<file path="config.mk">
export PLATFORM = sky130hd
export DESIGN_NAME = bpw_engine
export DESIGN_NICKNAME = d
export VERILOG_FILES = /design/src/rtl/bpw_pkg.sv /design/src/rtl/bpw_cnt.sv /design/src/rtl/bpw_mac.sv /design/src/rtl/bpw_engine.sv
export SDC_FILE = /design/constraint.sdc
export NUM_CORES = 2
export LEC_CHECK = 0
export ABC_AREA = 0
export BUFFER_PORTS_ARGS = -buffer_cell sky130_fd_sc_hd__buf_2
export CORE_MARGIN = 3
export CORE_UTILIZATION = 40
export DETAILED_ROUTE_END_ITERATION = 6
export SYNTH_ARGS = -nofsm -noshare
export SYNTH_HDL_FRONTEND = slang
export SYNTH_SLANG_ARGS = --single-unit
</file>
<file path="constraint.sdc">
create_clock -name clk -period 20.4 [get_ports clk]
set_input_delay 3.06 -clock clk [delete_from_list [all_inputs] [get_ports clk]]
set_output_delay 3.06 -clock clk [all_outputs]
set_load 0.02 [all_outputs]
</file>
<file path="src/rtl/bpw_pkg.sv">
package bpw_pkg;
  typedef enum logic [1:0] {
    PH_COLLECT = 2'b00,
    PH_COMPUTE = 2'b10,
    PH_DRAIN   = 2'b01
  } bpw_phase_e;
endpackage

</file>
<file path="src/rtl/bpw_cnt.sv">
module bpw_cnt #(
  parameter int LIMIT = 32,
  parameter int CW    = $clog2(LIMIT + 1)
) (
  input  logic          clk,
  input  logic          rst_n,
  input  logic          clr,
  input  logic          inc,
  output logic [CW-1:0] cnt,
  output logic          full
);
  assign full = (cnt == CW'(LIMIT));

  always_ff @(posedge clk or negedge rst_n) begin
    if (!rst_n)             cnt <= '0;
    else if (clr)           cnt <= '0;
    else if (inc && !full)  cnt <= cnt + 1'b1;
  end
endmodule

</file>
<file path="src/rtl/bpw_mac.sv">
module bpw_mac #(
  parameter int DW   = 16,
  parameter int FRAC = 8
) (
  input  logic signed [DW-1:0] rate,
  input  logic signed [DW-1:0] act,
  input  logic signed [DW-1:0] err,
  input  logic signed [DW-1:0] wt,
  output logic signed [DW-1:0] wt_new
);
  localparam int PW = 2 * DW;
  localparam logic signed [PW:0] MAXV = (PW+1)'((64'sd1 <<< (DW - 1)) - 1);
  localparam logic signed [PW:0] MINV = -MAXV - 1;
  localparam logic signed [PW:0] RND  = (PW+1)'(64'sd1 <<< (FRAC - 1));

  function automatic logic signed [DW-1:0] clamp(input logic signed [PW:0] x);
    if (x > MAXV)      return MAXV[DW-1:0];
    else if (x < MINV) return MINV[DW-1:0];
    else               return x[DW-1:0];
  endfunction

  logic signed [PW-1:0] m1, m2;
  logic signed [PW:0]   m1x, m2x, r1, r2, sum;
  logic signed [DW-1:0] p1, p2;

  assign m1  = rate * act;
  assign m1x = m1;
  assign r1  = (m1x + RND) >>> FRAC;
  assign p1  = clamp(r1);

  assign m2  = p1 * err;
  assign m2x = m2;
  assign r2  = (m2x + RND) >>> FRAC;
  assign p2  = clamp(r2);

  assign sum    = (PW+1)'(wt) + (PW+1)'(p2);
  assign wt_new = clamp(sum);
endmodule

</file>
<file path="src/rtl/bpw_engine.sv">
module bpw_engine #(
  parameter int HID  = 8,
  parameter int OUTN = 4,
  parameter int DW   = 16,
  parameter int FRAC = 8
) (
  input  logic          clk,
  input  logic          rst_n,
  input  logic          in_valid,
  output logic          in_ready,
  input  logic [DW-1:0] in_data,
  output logic          out_valid,
  input  logic          out_ready,
  output logic [DW-1:0] out_data,
  output logic [1:0]    phase
);
  import bpw_pkg::*;

  localparam int NW    = HID * OUTN;
  localparam int NLOAD = 1 + HID + OUTN + NW;
  localparam int LW    = $clog2(NLOAD + 1);
  localparam int UW    = $clog2(NW + 1);
  localparam int HW    = $clog2(HID);
  localparam int OW    = $clog2(OUTN);
  localparam int WW    = $clog2(NW);

  bpw_phase_e st;

  logic [LW-1:0] ld_cnt;
  logic [UW-1:0] up_cnt, sd_cnt;
  logic          ld_full, up_full, sd_full;
  logic          ld_acc, up_inc, sd_inc;

  logic signed [DW-1:0] rate_q;
  logic signed [DW-1:0] act_q [HID];
  logic signed [DW-1:0] err_q [OUTN];
  logic signed [DW-1:0] wt_q  [NW];
  logic signed [DW-1:0] wt_new;

  logic [WW-1:0] up_idx;

  assign in_ready  = (st == PH_COLLECT) && !ld_full;
  assign out_valid = (st == PH_DRAIN) && !sd_full;
  assign ld_acc    = in_valid && in_ready;
  assign up_inc    = (st == PH_COMPUTE) && !up_full;
  assign sd_inc    = out_valid && out_ready;
  assign up_idx    = up_cnt[WW-1:0];
  assign out_data  = wt_q[sd_cnt[WW-1:0]];
  assign phase     = st;

  bpw_cnt #(.LIMIT(NLOAD), .CW(LW)) u_load_cnt (
    .clk(clk), .rst_n(rst_n), .clr((st == PH_COLLECT) && ld_full),
    .inc(ld_acc), .cnt(ld_cnt), .full(ld_full));

  bpw_cnt #(.LIMIT(NW), .CW(UW)) u_upd_cnt (
    .clk(clk), .rst_n(rst_n), .clr((st == PH_COMPUTE) && up_full),
    .inc(up_inc), .cnt(up_cnt), .full(up_full));

  bpw_cnt #(.LIMIT(NW), .CW(UW)) u_send_cnt (
    .clk(clk), .rst_n(rst_n), .clr((st == PH_DRAIN) && sd_full),
    .inc(sd_inc), .cnt(sd_cnt), .full(sd_full));

  bpw_mac #(.DW(DW), .FRAC(FRAC)) u_mac (
    .rate(rate_q),
    .act(act_q[up_idx[WW-1:OW]]),
    .err(err_q[up_idx[OW-1:0]]),
    .wt(wt_q[up_idx]),
    .wt_new(wt_new));

  always_ff @(posedge clk or negedge rst_n) begin
    if (!rst_n) st <= PH_COLLECT;
    else begin
      unique case (st)
        PH_COLLECT: if (ld_full) st <= PH_COMPUTE;
        PH_COMPUTE: if (up_full) st <= PH_DRAIN;
        PH_DRAIN:   if (sd_full) st <= PH_COLLECT;
        default:    st <= PH_COLLECT;
      endcase
    end
  end

  always_ff @(posedge clk or negedge rst_n) begin
    if (!rst_n) begin
      rate_q <= '0;
      for (int h = 0; h < HID; h++)  act_q[h] <= '0;
      for (int o = 0; o < OUTN; o++) err_q[o] <= '0;
      for (int k = 0; k < NW; k++)   wt_q[k]  <= '0;
    end else begin
      if (ld_acc) begin
        if (ld_cnt == '0)
          rate_q <= in_data;
        else if (ld_cnt <= LW'(HID))
          act_q[HW'(ld_cnt - LW'(1))] <= in_data;
        else if (ld_cnt <= LW'(HID + OUTN))
          err_q[OW'(ld_cnt - LW'(1 + HID))] <= in_data;
        else
          wt_q[WW'(ld_cnt - LW'(1 + HID + OUTN))] <= in_data;
      end
      if (up_inc) wt_q[up_idx] <= wt_new;
    end
  end
endmodule

</file>
==> run metrics <==
# setup viols final=0; number of fill cells=14930; #FFs+latches synth=740; share of cells above drive strength 1=20.21%; Worst-Margin Slew=1.402 ns; worst relative slew slack=5.892%; fmax=51.78 MHz; die span in y=406.7 um; hold buffers post-CTS=0; initial DRC count=5293; CP Class=reg2reg; Vias per Instance=5.885; die area=165400 um^2; Post-Route WL=210.7 mm; CTS tree=done; IO buf count=39; clk_skew=0.01920 ns; Worst-Skew Late Latency=0.66 ns; Root Buffer=clkbuf_16; sequential-to-total area share from yosys stat=28.83%; Final Slew Violations=0; asr flop ratio synth=100.0%; max_cap viols=0; EDFF count, synth=0; Layout area overhead=9.737%; CP Launch Type=flip-flop; Die X=406.7 um; DR WL met2=97.09 mm; first-pass GRT wire length=311.6 mm; H-tree depth=3; Remaining DRCs=0; DP Wirelength=136.3 mm; clock sink count=740; DR pass1 iterations=6; IO Pins=40; Hold WC Path Type=reg2reg; core area=158900 um^2; Mapped Nets=7009; count leader, synth=dfrtp_1; crit path time final=19.31 ns; count of different cell masters after synthesis=89; grt ovf=0; Mapped Cells=6270; final core utilization=44.35%; Hold Fails Final Rpt=0; critical path's largest stage delay=0.63 ns; worst-case clock buffer depth=3; CTS Buf Count=82; largest net degree at the start of global routing=111; initial core utilization=40.42%; ANT nets after route=0; Finished Layout Cells=8254; Layout Nets=6852; met3 WL=16.62 mm; DP Area=66770 um^2; drt wl/cell=25.53 um; via count=48570; most frequent cell on the critical path=fa_1; GPL Wtd Cong=0.9046; placed cell count=8051; vias in the first global route=48760; crit path DAT=19.80 ns; site row count=146; top_reg_cell synth=dfrtp_1; crit end category=flip-flop; Synth area leader=dfrtp_1; WHS Path Cells=1; share of the synthesized area in the top cell type=28.83%; GRT Util Overall=24.81%; wl on met1=84.86 mm; flop-to-flop setup slack=1.09 ns; CP max stage cell=or4b_2; synthesized area=64230 um^2; Max Used Layer=met5; final instance area=70490 um^2; outcome=finished clean; final worst path period share=94.68%; initial antenna violation count=8; Commonest cells post-synth=dfrtp_1 (740), inv_1 (638), nand2_1 (564), nor2_1 (554), fa_1 (535); clock slew at reported path FFs=0.06 ns; synth warn=0; r2r worst-path depth=77; Synth Area per Inst=10.24 um^2; worst path required time=20.89 ns; worst-path maximum fanout=15; main area contributors after synthesis=dfrtp_1 (29%), fa_1 (17%), mux4_2 (10%)
## critical path: cells and delay by family (launching register included)
kind / cells / cell delay, ns
xor+xnor: 1 / 0.17
buf+inv: 18 / 2.56
flops: 1 / 0.60
fa+ha+maj: 15 / 7.01
compound gates: 31 / 5.58
simple gates: 12 / 3.13
## cell usage in the layout, fill, tap and decap left out, drive strengths merged, types with 249 or more instances in the layout
cell type / n
mux2: 430
mux2i: 368
inv: 642
mux4: 293
o21ai: 263
nand2: 564
a21oi: 434
buf: 249
dfrtp: 740
fa: 535
nor2: 555
## registers in the layout, summed over array words and instances, names as in the netlist
name and count:
wt_q 512, act_q 128, err_q 64, rate_q 16, u_load_cnt.cnt 6, u_send_cnt.cnt 6, u_upd_cnt.cnt 6, phase 2
## timing repair
item | 4_1_cts | 5_1_grt
buffers inserted | 0 | 41
endpoints found under the hold margin | 0 | 0
resized for setup | 0 | 62
endpoints found under the setup margin | 0 | 512
## per-layer routing
layer,vias to the layer above,GRT usage [%]
met5,-,0
met4,6,10.59
li1,21030,-
met1,24790,33.81
met2,2253,39.61
met3,504,3.617
## through the flow
step	TNS, ns	setup WS (ns)	hold slack [ns]
finish	0	1.086	0.5013
global route	-1.184	-0.07614	0.5118
CTS	0	0.4491	0.5011
detailed placement	0	0.5553	0.4880
global placement	0	0.7953	0.4823
floorplan	0	1.813	0.4734
## path summary, 6_finish.rpt
path | start | endpoint
min reg2reg | act_q[14]$_DFFE_PN0P_ | act_q[14]$_DFFE_PN0P_
min | act_q[14]$_DFFE_PN0P_ | act_q[14]$_DFFE_PN0P_
max | u_upd_cnt.cnt[2]$_DFFE_PN0P_ | wt_q[103]$_DFF_PN0_
min in group asynchronous | rst_n | wt_q[487]$_DFF_PN0_
max in group asynchronous | rst_n | wt_q[114]$_DFF_PN0_
max reg2reg | u_upd_cnt.cnt[2]$_DFFE_PN0P_ | wt_q[103]$_DFF_PN0_
## kinds of logic after synthesis
logic type,Yosys count,synth area share [%]
buf+inv,1138,6.695
simple gates,1513,10.40
flops,740,28.83
fa+ha+maj,720,20.27
mux,1091,23.55
compound gates,991,9.204
xor+xnor,77,1.050
## area by class of cell
class	instances	area [um^2]	area share (%)
clock buffers	126	2450	3.476
diodes	3	7.507	0.01065
repair buffers	249	1984	2.815
inverters	639	2406	3.413
multi-input cells	4401	42190	59.86
clock inverters	24	316.6	0.4491
well taps	2072	2592	3.678
flip-flops and latches	740	18540	26.30
Power is left out: the tool's default activity adds up to more than one toggle a clock period on the data nets, which glitch-free logic cannot reach.
